$ cat src/rtl/bp2l_pkg.sv
package bp2l_pkg;

  typedef logic [1:0] ctr2_t;

  localparam ctr2_t CTR_STRONG_NT = 2'b00;
  localparam ctr2_t CTR_WEAK_NT   = 2'b01;
  localparam ctr2_t CTR_WEAK_T    = 2'b10;
  localparam ctr2_t CTR_STRONG_T  = 2'b11;

  // Saturating step: up on taken, down on not-taken.
  function automatic ctr2_t ctr_step(ctr2_t cur, logic taken);
    ctr2_t res;
    res = cur;
    if (taken) begin
      if (cur != CTR_STRONG_T) res = cur + 2'd1;
    end else begin
      if (cur != CTR_STRONG_NT) res = cur - 2'd1;
    end
    return res;
  endfunction

  function automatic logic ctr_dir(ctr2_t cur);
    return cur[1];
  endfunction

endpackage

$ cat src/rtl/bp2l_rst_sync.sv
module bp2l_rst_sync #(
  parameter int STAGES = 2
) (
  input  logic clk,
  input  logic rst_n_async,
  output logic rst_n_sync
);

  logic [STAGES-1:0] sync_q;
  logic [STAGES-1:0] sync_d;

  always_comb begin
    sync_d = {sync_q[STAGES-2:0], 1'b1};
  end

  always_ff @(posedge clk or negedge rst_n_async) begin
    if (!rst_n_async) sync_q <= '0;
    else              sync_q <= sync_d;
  end

  assign rst_n_sync = sync_q[STAGES-1];

endmodule

$ cat src/rtl/bp2l_ghist.sv
module bp2l_ghist #(
  parameter int HIST_W = 2
) (
  input  logic              clk,
  input  logic              rst_n,
  input  logic              shift_en,
  input  logic              bit_in,
  output logic [HIST_W-1:0] hist
);

  logic [HIST_W-1:0] hist_q;
  logic [HIST_W-1:0] hist_d;

  always_comb begin
    hist_d = hist_q;
    if (shift_en) hist_d = {hist_q[HIST_W-2:0], bit_in};
  end

  always_ff @(posedge clk or negedge rst_n) begin
    if (!rst_n)        hist_q <= '0;
    else if (shift_en) hist_q <= hist_d;
  end

  assign hist = hist_q;

  // no shift request, history keeps its value
  a_r9_hist_hold: assert property (@(posedge clk) disable iff (!rst_n)
    !shift_en |=> $stable(hist_q));

  // the newest outcome lands in bit 0
  a_r7_hist_newest: assert property (@(posedge clk) disable iff (!rst_n)
    shift_en |=> hist_q[0] == $past(bit_in));

  // the old bit 0 moves up to bit 1
  a_r7_hist_age: assert property (@(posedge clk) disable iff (!rst_n)
    shift_en |=> hist_q[1] == $past(hist_q[0]));

endmodule

$ cat src/rtl/bp2l_bank.sv
module bp2l_bank
  import bp2l_pkg::*;
#(
  parameter int IDX_W = 4
) (
  input  logic             clk,
  input  logic             rst_n,
  input  logic             wr_en,
  input  logic [IDX_W-1:0] wr_idx,
  input  logic             wr_taken,
  input  logic [IDX_W-1:0] rd_idx,
  output ctr2_t            rd_ctr
);

  localparam int ENTRIES = 1 << IDX_W;

  ctr2_t ctr_q [ENTRIES];
  ctr2_t ctr_d [ENTRIES];
  logic  ent_en [ENTRIES];

  for (genvar e = 0; e < ENTRIES; e++) begin : g_ent
    always_comb begin
      ent_en[e] = wr_en && (wr_idx == IDX_W'(e));
      ctr_d[e]  = ctr_step(ctr_q[e], wr_taken);
    end

    always_ff @(posedge clk or negedge rst_n) begin
      if (!rst_n)         ctr_q[e] <= CTR_WEAK_NT;
      else if (ent_en[e]) ctr_q[e] <= ctr_d[e];
    end

    // strongly taken stays put on a taken outcome
    a_r4_sat_top: assert property (@(posedge clk) disable iff (!rst_n)
      (ent_en[e] && wr_taken && ctr_q[e] == CTR_STRONG_T) |=> ctr_q[e] == CTR_STRONG_T);

    // strongly not-taken stays put on a not-taken outcome
    a_r5_sat_bottom: assert property (@(posedge clk) disable iff (!rst_n)
      (ent_en[e] && !wr_taken && ctr_q[e] == CTR_STRONG_NT) |=> ctr_q[e] == CTR_STRONG_NT);

    // one wrong outcome from a strong state leaves the direction unchanged
    a_r6_hyst: assert property (@(posedge clk) disable iff (!rst_n)
      (ent_en[e] && (ctr_q[e] == CTR_STRONG_T || ctr_q[e] == CTR_STRONG_NT))
        |=> ctr_q[e][1] == $past(ctr_q[e][1]));

    // entries not addressed by a write keep their value
    a_r9_ent_hold: assert property (@(posedge clk) disable iff (!rst_n)
      !ent_en[e] |=> $stable(ctr_q[e]));
  end

  assign rd_ctr = ctr_q[rd_idx];

endmodule

$ cat src/rtl/bp2l_predictor.sv
module bp2l_predictor
  import bp2l_pkg::*;
#(
  parameter int ADDR_W     = 32,
  parameter int IDX_W      = 4,
  parameter int HIST_W     = 2,
  parameter int INST_BYTES = 4
) (
  input  logic              clk,
  input  logic              rst_n,
  input  logic [ADDR_W-1:0] lk_pc,
  input  logic [ADDR_W-1:0] lk_target,
  output logic              lk_taken,
  output logic [ADDR_W-1:0] lk_next_pc,
  input  logic              upd_valid,
  input  logic [ADDR_W-1:0] upd_pc,
  input  logic              upd_taken
);

  localparam int NUM_BANKS = 1 << HIST_W;
  localparam int OFF_W     = $clog2(INST_BYTES);
  localparam int IDX_LO    = OFF_W;
  localparam int IDX_HI    = OFF_W + IDX_W - 1;

  logic              rst_n_int;
  logic [HIST_W-1:0] hist;
  logic [IDX_W-1:0]  lk_idx;
  logic [IDX_W-1:0]  upd_idx;
  logic              bank_wr [NUM_BANKS];
  logic [NUM_BANKS-1:0] bank_wr_vec;
  ctr2_t             bank_rd [NUM_BANKS];
  ctr2_t             lk_ctr;
  logic              unused_upd_bits;

  bp2l_rst_sync #(.STAGES(2)) u_rst (
    .clk         (clk),
    .rst_n_async (rst_n),
    .rst_n_sync  (rst_n_int)
  );

  bp2l_ghist #(.HIST_W(HIST_W)) u_hist (
    .clk      (clk),
    .rst_n    (rst_n_int),
    .shift_en (upd_valid),
    .bit_in   (upd_taken),
    .hist     (hist)
  );

  assign lk_idx  = lk_pc[IDX_HI:IDX_LO];
  assign upd_idx = upd_pc[IDX_HI:IDX_LO];
  assign unused_upd_bits = ^{upd_pc[ADDR_W-1:IDX_HI+1], upd_pc[IDX_LO-1:0]};

  for (genvar b = 0; b < NUM_BANKS; b++) begin : g_bank
    assign bank_wr[b]     = upd_valid && (hist == HIST_W'(b));
    assign bank_wr_vec[b] = bank_wr[b];

    bp2l_bank #(.IDX_W(IDX_W)) u_bank (
      .clk      (clk),
      .rst_n    (rst_n_int),
      .wr_en    (bank_wr[b]),
      .wr_idx   (upd_idx),
      .wr_taken (upd_taken),
      .rd_idx   (lk_idx),
      .rd_ctr   (bank_rd[b])
    );
  end

  always_comb begin
    lk_ctr     = bank_rd[hist];
    lk_taken   = ctr_dir(lk_ctr);
    lk_next_pc = lk_taken ? lk_target : lk_pc + ADDR_W'(INST_BYTES);
  end

  // an update trains at most one bank
  a_r8_one_bank: assert property (@(posedge clk) disable iff (!rst_n_int)
    $onehot0(bank_wr_vec));

  // a valid update always reaches some bank
  a_r8_some_bank: assert property (@(posedge clk) disable iff (!rst_n_int)
    upd_valid |-> $countones(bank_wr_vec) == 1);

  // the prediction always returns one of the two candidate addresses
  a_r2_next_pick: assert property (@(posedge clk) disable iff (!rst_n_int)
    (lk_next_pc == lk_target) || (lk_next_pc == lk_pc + ADDR_W'(INST_BYTES)));

endmodule

$ cat config.mk
export PLATFORM = sky130hd
export DESIGN_NAME = bp2l_predictor
export DESIGN_NICKNAME = d
export VERILOG_FILES = /design/src/rtl/bp2l_pkg.sv /design/src/rtl/bp2l_rst_sync.sv /design/src/rtl/bp2l_ghist.sv /design/src/rtl/bp2l_bank.sv /design/src/rtl/bp2l_predictor.sv
export SDC_FILE = /design/constraint.sdc
export NUM_CORES = 1
export LEC_CHECK = 0
export BUFFER_PORTS_ARGS = -buffer_cell sky130_fd_sc_hd__clkbuf_2
export CAP_MARGIN = 20
export CORE_MARGIN = 2
export CORE_UTILIZATION = 45
export DETAILED_ROUTE_END_ITERATION = 12
export PLACE_DENSITY_LB_ADDON = 0.08
export SETUP_SLACK_MARGIN = 0.15
export SLEW_MARGIN = 20
export SYNTH_ARGS = -nofsm -noshare
export SYNTH_HDL_FRONTEND = slang
export SYNTH_SLANG_ARGS = --single-unit
$ cat constraint.sdc
create_clock -name clk -period 3.7 [get_ports clk]
set_input_delay 0.555 -clock clk [delete_from_list [all_inputs] [get_ports clk]]
set_output_delay 0.555 -clock clk [all_outputs]
set_load 0.02 [all_outputs]
==> impl_metrics.yaml, run 1 <==
logic_synthesis:
  netlist_instances: 1048
  yosys_warnings: 0
  ys_seq_area_frac: 0.401
  async_flop_share: 1.00
  syn_area_per_cell_sq_um: 8.05
  synthTopCellsByArea: "dfrtp_1, dfstp_2, o21ai_0, nand2_1, nor2_1"
  yosysTopAreaCell: "dfrtp_1"
  synth_cell_types: 44
  synth_nets: 1149
  synthFlopType: "dfrtp_1"
  synth_top_area_share: 0.202
  synth-edff-count: 0
  syn_area_sq_um: 8440
  synth-seq-cells: 132
die:
  die_h_microns: 141
  start_util: 0.454
  coreArea_sq_um: 18600
  dieArea_sq_um: 19900
  die_x_microns: 141
  io_pins: 133
  rows: 50
clocking:
  clk_path_buf_depth: 2
  cts_inserted_buffers: 17
  post-cts-setup-buffers: 0
  clk_pin_slew_ns: 0.07
  cts_sinks: 132
  cts_tree: "yes"
  clock-root-buffer: "clkbuf_16"
  h-tree-depth: 4
  clock_latency_ns: 0.43
placed_design:
  port_buffers: 104
  pre_cts_slack_ns: 0.247
  place_congestion: 0.836
  dpl.hpwl_mm: 15.1
  dpl_cell_area_sq_um: 9270
power:
  comb_power_share: 0.165
  power_frac_seq: 0.406
  p_leak_uw: 0.00393
  powerDensity_nw_per_um2: 408
  swShare: 0.292
  power.switching_uw: 1180
  clkPwrFrac: 0.429
  internal-power_uw: 2850
  ir_worst_vdd_mv: 0.329
critical_path:
  critical_path.max_stage_delay_ns: 0.54
  path_common_cell: "mux2_2"
  endpoint_kind: "output port"
  path_cells: "buf_2, mux4_2, mux2_2, o21ai_1, a211oi_1, a21oi_4, buf_12, mux2_2, clkbuf_2"
  cp-start-kind: "input port"
  cp_slowest_cell: "mux4_2"
  arrival_ns: 2.83
  critical_path_class: "input port to output port"
  cp.required_ns: 3.14
  worstPathMaxFanout: 33
finish:
  area_growth_syn_to_layout_pct: 17.1
  antenna_cells: 0
  nNetsFinal: 1247
  drive_above_1_share: 0.236
  final_common_cell: "nand2_1"
  postLayoutCoreUtil: 0.532
  final_cell_mix: "nand2_1, o21ai_0, nor2_1"
  fillerInstances: 1727
  fin_area_sq_um: 9880
routing:
  via_per_inst: 5.49
  first_pass_iters: 5
  drc: 0
  totalWireLength_mm: 21.5
  drt_iter0_markers: 496
  antenna_left: 0
  vias: 7642
  wl_per_cell_microns: 15.4
global_routing:
  grt_pass1_vias: 6938
  grt-ovfl-total: 0
  busiest_layer: "met2"
  grt_pass1_wl_mm: 35.5
  met2_usage: 0.375
  use_met3: 0.0404
  antenna_found_initial: 0
  grt_use_total: 0.224
  use_met1: 0.310
  grt_max_degree: 54
sta:
  fin_crit_sh: 0.914
  hold_viol: 0
  maxClockFrequency_mhz: 296
  rsz0062_at_grt: "false"
  worstMarginPinSlew_ns: 0.991
  slew_headroom: 0.333
  worst_slack_ns: 0.317
  setup_viol: 0
  timing.final.crit_period_ns: 3.38
  drv_slew: 0
  fin_skew_ns: 0.0138
  setup-tns-final_ns: 0
  hold_ws_ns: 0.358
run:
  drv_cap: 0
min_path:
  hold_class: "flop to flop"
run_status:
  run_status: "complete, no violations"
-- state kept, by name, summed over array words and instances (netlist names) --
name and count:
u_rst.sync_q 2, u_hist.hist 2, g_bank.u_bank.ctr_q 128
-- final timing paths --
kind                                  from                         end  slack (ns)  cells after the start
max                               lk_pc[3]              lk_next_pc[26]        0.32                      9
min                        u_rst.sync_q[0]             u_rst.sync_q[1]        0.36                      0
max reg2reg                 u_hist.hist[0]  g_bank[1].u_bank.ctr_q[19]        1.45                      6
min reg2reg                u_rst.sync_q[0]             u_rst.sync_q[1]        0.36                      0
max in group asynchronous  u_rst.sync_q[1]  g_bank[2].u_bank.ctr_q[22]        2.51                      1
min in group asynchronous  u_rst.sync_q[1]   g_bank[0].u_bank.ctr_q[7]        0.37                      0
-- Yosys cell counts, types with 10 or more instances --
| library cell | instances |
|---|---|
| a211oi_1 | 15 |
| nand3_1 | 51 |
| o21ai_0 | 157 |
| mux2_4 | 20 |
| nor3_1 | 22 |
| inv_1 | 11 |
| and2_1 | 37 |
| clkbuf_1 | 38 |
| nand2_1 | 172 |
| and3_1 | 18 |
| nor2_1 | 135 |
| mux2i_1 | 27 |
| xor2_1 | 14 |
| a31oi_1 | 36 |
| or2_2 | 10 |
| dfstp_2 | 64 |
| dfrtp_1 | 68 |
| xnor2_1 | 14 |
| a21oi_1 | 56 |
-- area by class of cell --
type | instances | area [sq um] | share of cell area
Clock buffer | 18 | 429 | 0.0434
Sequential cell | 132 | 3390 | 0.343
Timing Repair Buffer | 127 | 751 | 0.0760
Inverter | 12 | 45.0 | 0.00456
Clock inverter | 14 | 165 | 0.0167
Multi-Input combinational cell | 856 | 4810 | 0.487
Tap cell | 234 | 293 | 0.0296
-- metal layers --
| layer | routed length (microns) | vias to the layer above |
|---|---|---|
| li1 | - | 3881 |
| met1 | 10200 | 3612 |
| met2 | 10300 | 141 |
| met3 | 857 | 8 |
| met4 | 111 | 0 |
| met5 | 0 | - |
-- kinds of logic (layout without fill, tap and decap cells) --
| logic type | count (synthesis) | after routing | share of synthesized area |
|---|---|---|---|
| AND/OR/NAND/NOR | 478 | 478 | 0.254 |
| AO/OA/AOI/OAI | 284 | 284 | 0.188 |
| flip-flops | 132 | 132 | 0.401 |
| multiplexers | 64 | 64 | 0.0956 |
| buffers and inverters | 60 | 171 | 0.0313 |
| XOR/XNOR | 28 | 28 | 0.0291 |
| adder cells (fa/ha/maj) | 1 | 1 | 0.00148 |
| other | 1 | 1 | 0.000444 |
-- power by group through the flow --
stage                     Sequential (uW)  Combinational [uW]  Clock [uW]
after floorplan                      1640                 471           0
after global placement               1660                 661           0
after detailed placement             1660                 667           0
after CTS                            1630                 670        1760
after global routing                 1650                 727        1820
final                                1640                 664        1730
-- stage by stage --
stage | instances | power (uW)
after floorplan | 1048 | 2120
final | 1393 | 4030
after global routing | 1393 | 4200
after detailed placement | 1360 | 2320
after CTS | 1393 | 4060
after global placement | 1360 | 2320
-- worst max-delay path: cells and delay by family --
family	cells	cell delay, ns
AO/OA/AOI/OAI	3	0.41
multiplexers	3	1.20
buffers and inverters	3	0.60
-- what timing repair did --
| action | CTS | global route |
|---|---|---|
| hold buffers | 1 | 0 |
| endpoints found under the hold margin | 2 | 0 |
| resized for setup | 0 | 4 |
| setup endpoints to repair | 0 | 4 |
(Power assumes the default switching activity.)
==> run 2, diff against run 1 <==
SYNTH_HIERARCHICAL = 1   (was default)
==> run 2 against run 1 <==
Via count is 17% higher. First-iteration DRC count is 33% higher. Final cell count increased by 2.4%. Routed wire length rose by 20%.
==> impl_metrics.yaml, run 2 <==
power:
  powerDensity_nw_per_um2: 394
  ir_worst_vdd_mv: 0.329
  p_leak_uw: 0.00425
critical_path:
  worstPathMaxFanout: 33
  crit_start: "lk_pc[3]"
  cp-start-kind: "input port"
  arrival_ns: 2.87
  cp.required_ns: 3.14
  critical_path_class: "input port to output port"
  worstReg2RegStart: "u_hist/hist[0]"
  endpoint_kind: "output port"
finish:
  max_flop_register: "g_bank.u_bank/ctr_q"
  final_cell_mix: "nand2_1, clkbuf_2, a31oi_1"
  antenna_cells: 0
  area_growth_syn_to_layout_pct: 15.0
  largest_reg_flops: 128
  final_common_cell: "nand2_1"
  nNetsFinal: 1244
  drive_above_1_share: 0.234
die:
  die_h_microns: 148
  rows: 52
  dieArea_sq_um: 22000
  io_pins: 133
  start_util: 0.461
  coreArea_sq_um: 20300
  die_x_microns: 148
routing:
  met1_length_mm: 11.7
  wl_met2_mm: 12.4
  wl_per_cell_microns: 18.2
  antenna_left: 0
  first_pass_iters: 8
  vias: 8909
  top_layer: "met4"
  via_per_inst: 6.25
  totalWireLength_mm: 25.9
  drt_iter0_markers: 659
  wl_met3_mm: 1.53
  drc: 0
sta:
  slew_headroom: 0.405
  hold_ws_ns: 0.167
  maxClockFrequency_mhz: 292
  fin_crit_sh: 0.925
  hold_viol: 0
  drv_slew: 0
  timing.final.crit_period_ns: 3.42
  setup-tns-final_ns: 0
  setup_viol: 0
  rsz0062_at_grt: "false"
  worstMarginPinSlew_ns: 0.892
  fin_skew_ns: 0.00684
clocking:
  clk_path_buf_depth: 2
  h-tree-depth: 4
  post-cts-setup-buffers: 0
  cts_tree: "yes"
  cts_inserted_buffers: 17
  cts_sinks: 132
  clock_latency_ns: 0.43
  clock-root-buffer: "clkbuf_16"
  clk_pin_slew_ns: 0.06
logic_synthesis:
  syn_area_sq_um: 9360
  syn_area_per_cell_sq_um: 8.68
  yosys_warnings: 6
  synth_nets: 1179
  netlist_instances: 1078
placed_design:
  port_buffers: 104
  dpl.hpwl_mm: 17.0
  place_congestion: 0.780
global_routing:
  grt-ovfl-total: 0
  grt_pass1_wl_mm: 42.0
  grt_max_degree: 120
  antenna_found_initial: 0
  grt_use_total: 0.237
  grt_pass1_vias: 8083
min_path:
  hold_class: "flop to asynchronous set/reset pin"
run:
  drv_cap: 0
run_status:
  run_status: "complete, no violations"
==> run 2: worst max-delay path, stage by stage <==
cell,delay (ns)
clkbuf_2,0.12
buf_12,0.16
mux4_2,0.52
a22oi_1,0.21
nand3_1,0.14
mux2i_2,0.19
mux2_4,0.21
inv_1,0.06
buf_4,0.21
a211o_1,0.32
clkbuf_2,0.16
==> run 2: worst paths after layout <==
kind | to | slack [ns] | depth (start not counted)
min in group clk | u_rst/sync_q[1] | 0.35 | 0
hold reg to reg | g_bank[3].u_bank/ctr_q[15] | 0.17 | 0
max in group asynchronous | g_bank[2].u_bank/ctr_q[27] | 2.58 | 1
setup / recovery | lk_next_pc[19] | 0.28 | 11
hold / removal | g_bank[3].u_bank/ctr_q[15] | 0.17 | 0
setup reg to reg | g_bank[3].u_bank/ctr_q[20] | 1.58 | 4
==> run 2: power by group <==
part | switching, uW | total [uW] | internal (uW)
sequential | 56.3 | 1560 | 1510
clock | 672 | 1990 | 1320
combinational | 457 | 691 | 234
total | 1190 | 4250 | 3060
==> run 2: layout make-up <==
class	instances	area, sq um
multi-input cells	820	5440
repair buffers	125	733
flip-flops and latches	132	3390
clock inverters	12	223
clock buffers	20	467
fillers	1911	9530
inverters	47	176
well taps	270	338
==> run 2: stage by stage <==
step | power, uW | util | setup slack (ns) | instances | instance area, sq um
2_1_floorplan | 2020 | - | 0.573 | 1078 | 9360
3_3_place_gp | 2270 | 0.495 | 0.162 | 1393 | 10100
3_5_place_dp | 2280 | 0.495 | 0.149 | 1393 | 10100
4_1_cts | 4290 | 0.530 | 0.185 | 1426 | 10800
5_1_grt | 4420 | 0.530 | 0.157 | 1426 | 10800
6_report | 4250 | 0.530 | 0.279 | 1426 | 10800
==> run 2: layer usage <==
layer | vias to the layer above | global-route usage
met4 | 0 | 0.0633
met5 | - | 0
met3 | 22 | 0.0380
met2 | 274 | 0.403
met1 | 4270 | 0.316
li1 | 4343 | -
==> run 2: what timing repair did <==
action                                  4_1_cts  5_1_grt
endpoints found under the hold margin         2        0
endpoints found under the setup margin        1        8
resized for setup                             1        2
hold buffers                                  1        0
==> run 3, diff against run 2 <==
REMOVE_ABC_BUFFERS = 1   (was default)
==> run 3 against run 2 <==
Combinational power increased by 2%. Die area unchanged. Hold slack better by 0.19 ns. Maximum frequency is 0.24% lower. Via count rose by 0.38%. Critical path depth is 2 higher. Sequential power is essentially flat. Sequential share of layout area is 0.20 points lower. Worst setup slack lost 0.0083 ns. Clock skew grew 0.0069 ns. Critical path type unchanged. Critical endpoint is now lk_next_pc[20]. Largest power group unchanged.
==> impl_metrics.yaml, run 3 (synthesis results as in run 2) <==
sta:
  drv_slew: 0
  fin_skew_ns: 0.0137
  hold_viol: 0
  maxClockFrequency_mhz: 292
  rsz0062_at_grt: "false"
  slew_headroom: 0.356
  timing.final.crit_period_ns: 3.43
  worstMarginPinSlew_ns: 0.966
  worst_slack_ns: 0.270
  fin_crit_sh: 0.927
  setup_viol: 0
critical_path:
  critical_path.max_stage_delay_ns: 0.48
  worstPathMaxFanout: 32
  arrival_ns: 2.87
  crit_family: "buffers and inverters"
  path_cells: "clkbuf_4, buf_12, buf_12, buf_4, mux4_2, nand2_1, nand3_2, mux2i_1, mux2_4, buf_12, nor2_1, a31oi_1, clkbuf_2"
  critical_path_class: "input port to output port"
  cp.required_ns: 3.14
  path_common_cell: "buf_12"
  crit_buf_inv: 6
  cp_slowest_cell: "mux4_2"
  endpoint_kind: "output port"
  cp-start-kind: "input port"
die:
  io_pins: 133
  rows: 52
  coreArea_sq_um: 20300
  die_x_microns: 148
  start_util: 0.461
  die_h_microns: 148
  dieArea_sq_um: 22000
routing:
  totalWireLength_mm: 26.2
  first_pass_iters: 5
  via_per_inst: 6.23
  antenna_left: 0
  drc: 0
  vias: 8943
  drt_iter0_markers: 651
  wl_per_cell_microns: 18.2
run_status:
  run_status: "complete, no violations"
finish:
  drive_above_1_share: 0.243
  area_growth_syn_to_layout_pct: 15.7
  nNetsFinal: 1253
  final_cells: 1435
  largest_reg_flops: 128
  final_cell_mix: "nand2_1, clkbuf_2, a31oi_1"
  fin_area_sq_um: 10800
  antenna_cells: 0
  final_common_cell: "nand2_1"
  max_flop_register: "g_bank.u_bank/ctr_q"
global_routing:
  grt_pass1_vias: 8256
  grt_pass1_wl_mm: 42.7
  grt_max_degree: 65
  antenna_found_initial: 0
  grt_use_total: 0.240
  grt-ovfl-total: 0
min_path:
  hold_class: "flop to asynchronous set/reset pin"
placed_design:
  place_inst: 1392
  port_buffers: 104
  place_congestion: 0.846
  pre_cts_slack_ns: 0.164
  dpl_cell_area_sq_um: 10000
  dpl.hpwl_mm: 16.9
clocking:
  cts_inserted_buffers: 17
  clk_path_buf_depth: 2
  clock_latency_ns: 0.43
  clock-root-buffer: "clkbuf_16"
  cts_tree: "yes"
  clk_pin_slew_ns: 0.06
  h-tree-depth: 4
  cts_sinks: 132
power:
  ir_worst_vdd_mv: 0.325
  powerDensity_nw_per_um2: 377
  p_leak_uw: 0.00428
run:
  drv_cap: 0
==> run 3: cell count changes in the layout (fill, tap and decap cells not counted), moves of 2 or more <==
cell	before	now
buf_2	0	8
clkbuf_2	103	95
buf_4	16	21
o21ai_0	52	49
o21ai_1	0	3
a22oi_1	4	2
a22oi_2	0	2
buf_6	0	2
bufinv_16	6	4
clkinv_4	0	2
==> run 3: worst paths after layout <==
check | start | endpoint | slack (ns) | cells after the start
max in group asynchronous | u_rst/sync_q[1] | g_bank[3].u_bank/ctr_q[14] | 2.49 | 1
worst min-delay path | u_rst/sync_q[1] | g_bank[2].u_bank/ctr_q[29] | 0.35 | 0
worst min register to register | u_rst/sync_q[1] | g_bank[2].u_bank/ctr_q[29] | 0.35 | 0
min in group clk | u_rst/sync_q[0] | u_rst/sync_q[1] | 0.37 | 0
worst max-delay path | lk_pc[3] | lk_next_pc[20] | 0.27 | 13
worst max register to register | u_hist/hist[0] | g_bank[3].u_bank/ctr_q[20] | 1.65 | 4
==> run 3: repair_timing <==
| action | in CTS | in global routing |
|---|---|---|
| gates cloned | 0 | 2 |
| buffers inserted | 0 | 8 |
| endpoints found under the setup margin | 1 | 18 |
| resized for setup | 1 | 24 |
| endpoints found under the hold margin | 2 | 0 |
| pin swaps | 0 | 2 |
| hold buffers | 1 | 0 |
==> run 3: power breakdown <==
| group | total (uW) | switching, uW | leakage [uW] | internal (uW) |
|---|---|---|---|---|
| Combinational | 706 | 459 | 0.00270 | 247 |
| Sequential | 1570 | 62.4 | 0.00128 | 1510 |
| Clock | 1810 | 648 | 0.000303 | 1160 |
| Total | 4090 | 1170 | 0.00428 | 2920 |
==> run 3: area by class of cell <==
class	instances	area, sq um
clock buffers	20	457
clock inverters	12	179
fillers	1928	9460
inverters	47	176
multi-input cells	820	5460
flip-flops and latches	132	3390
well taps	270	338
repair buffers	134	838
==> run 3: layer usage <==
metal	wire length, microns	vias to the layer above	GRT usage
met2	12300	280	0.402
met1	11700	4279	0.316
met4	357	0	0.0733
met5	0	-	0
met3	1840	29	0.0460
li1	-	4355	-
==> run 3: stage by stage <==
stage	hold slack (ns)	TNS [ns]	util	total power (uW)
final	0.352	0	0.534	4090
after global routing	0.385	0	0.534	4270
after CTS	0.375	0	0.527	4110
after detailed placement	0.349	0	0.495	2280
after global placement	0.337	0	0.495	2270
after floorplan	0.259	-9.11	-	1960
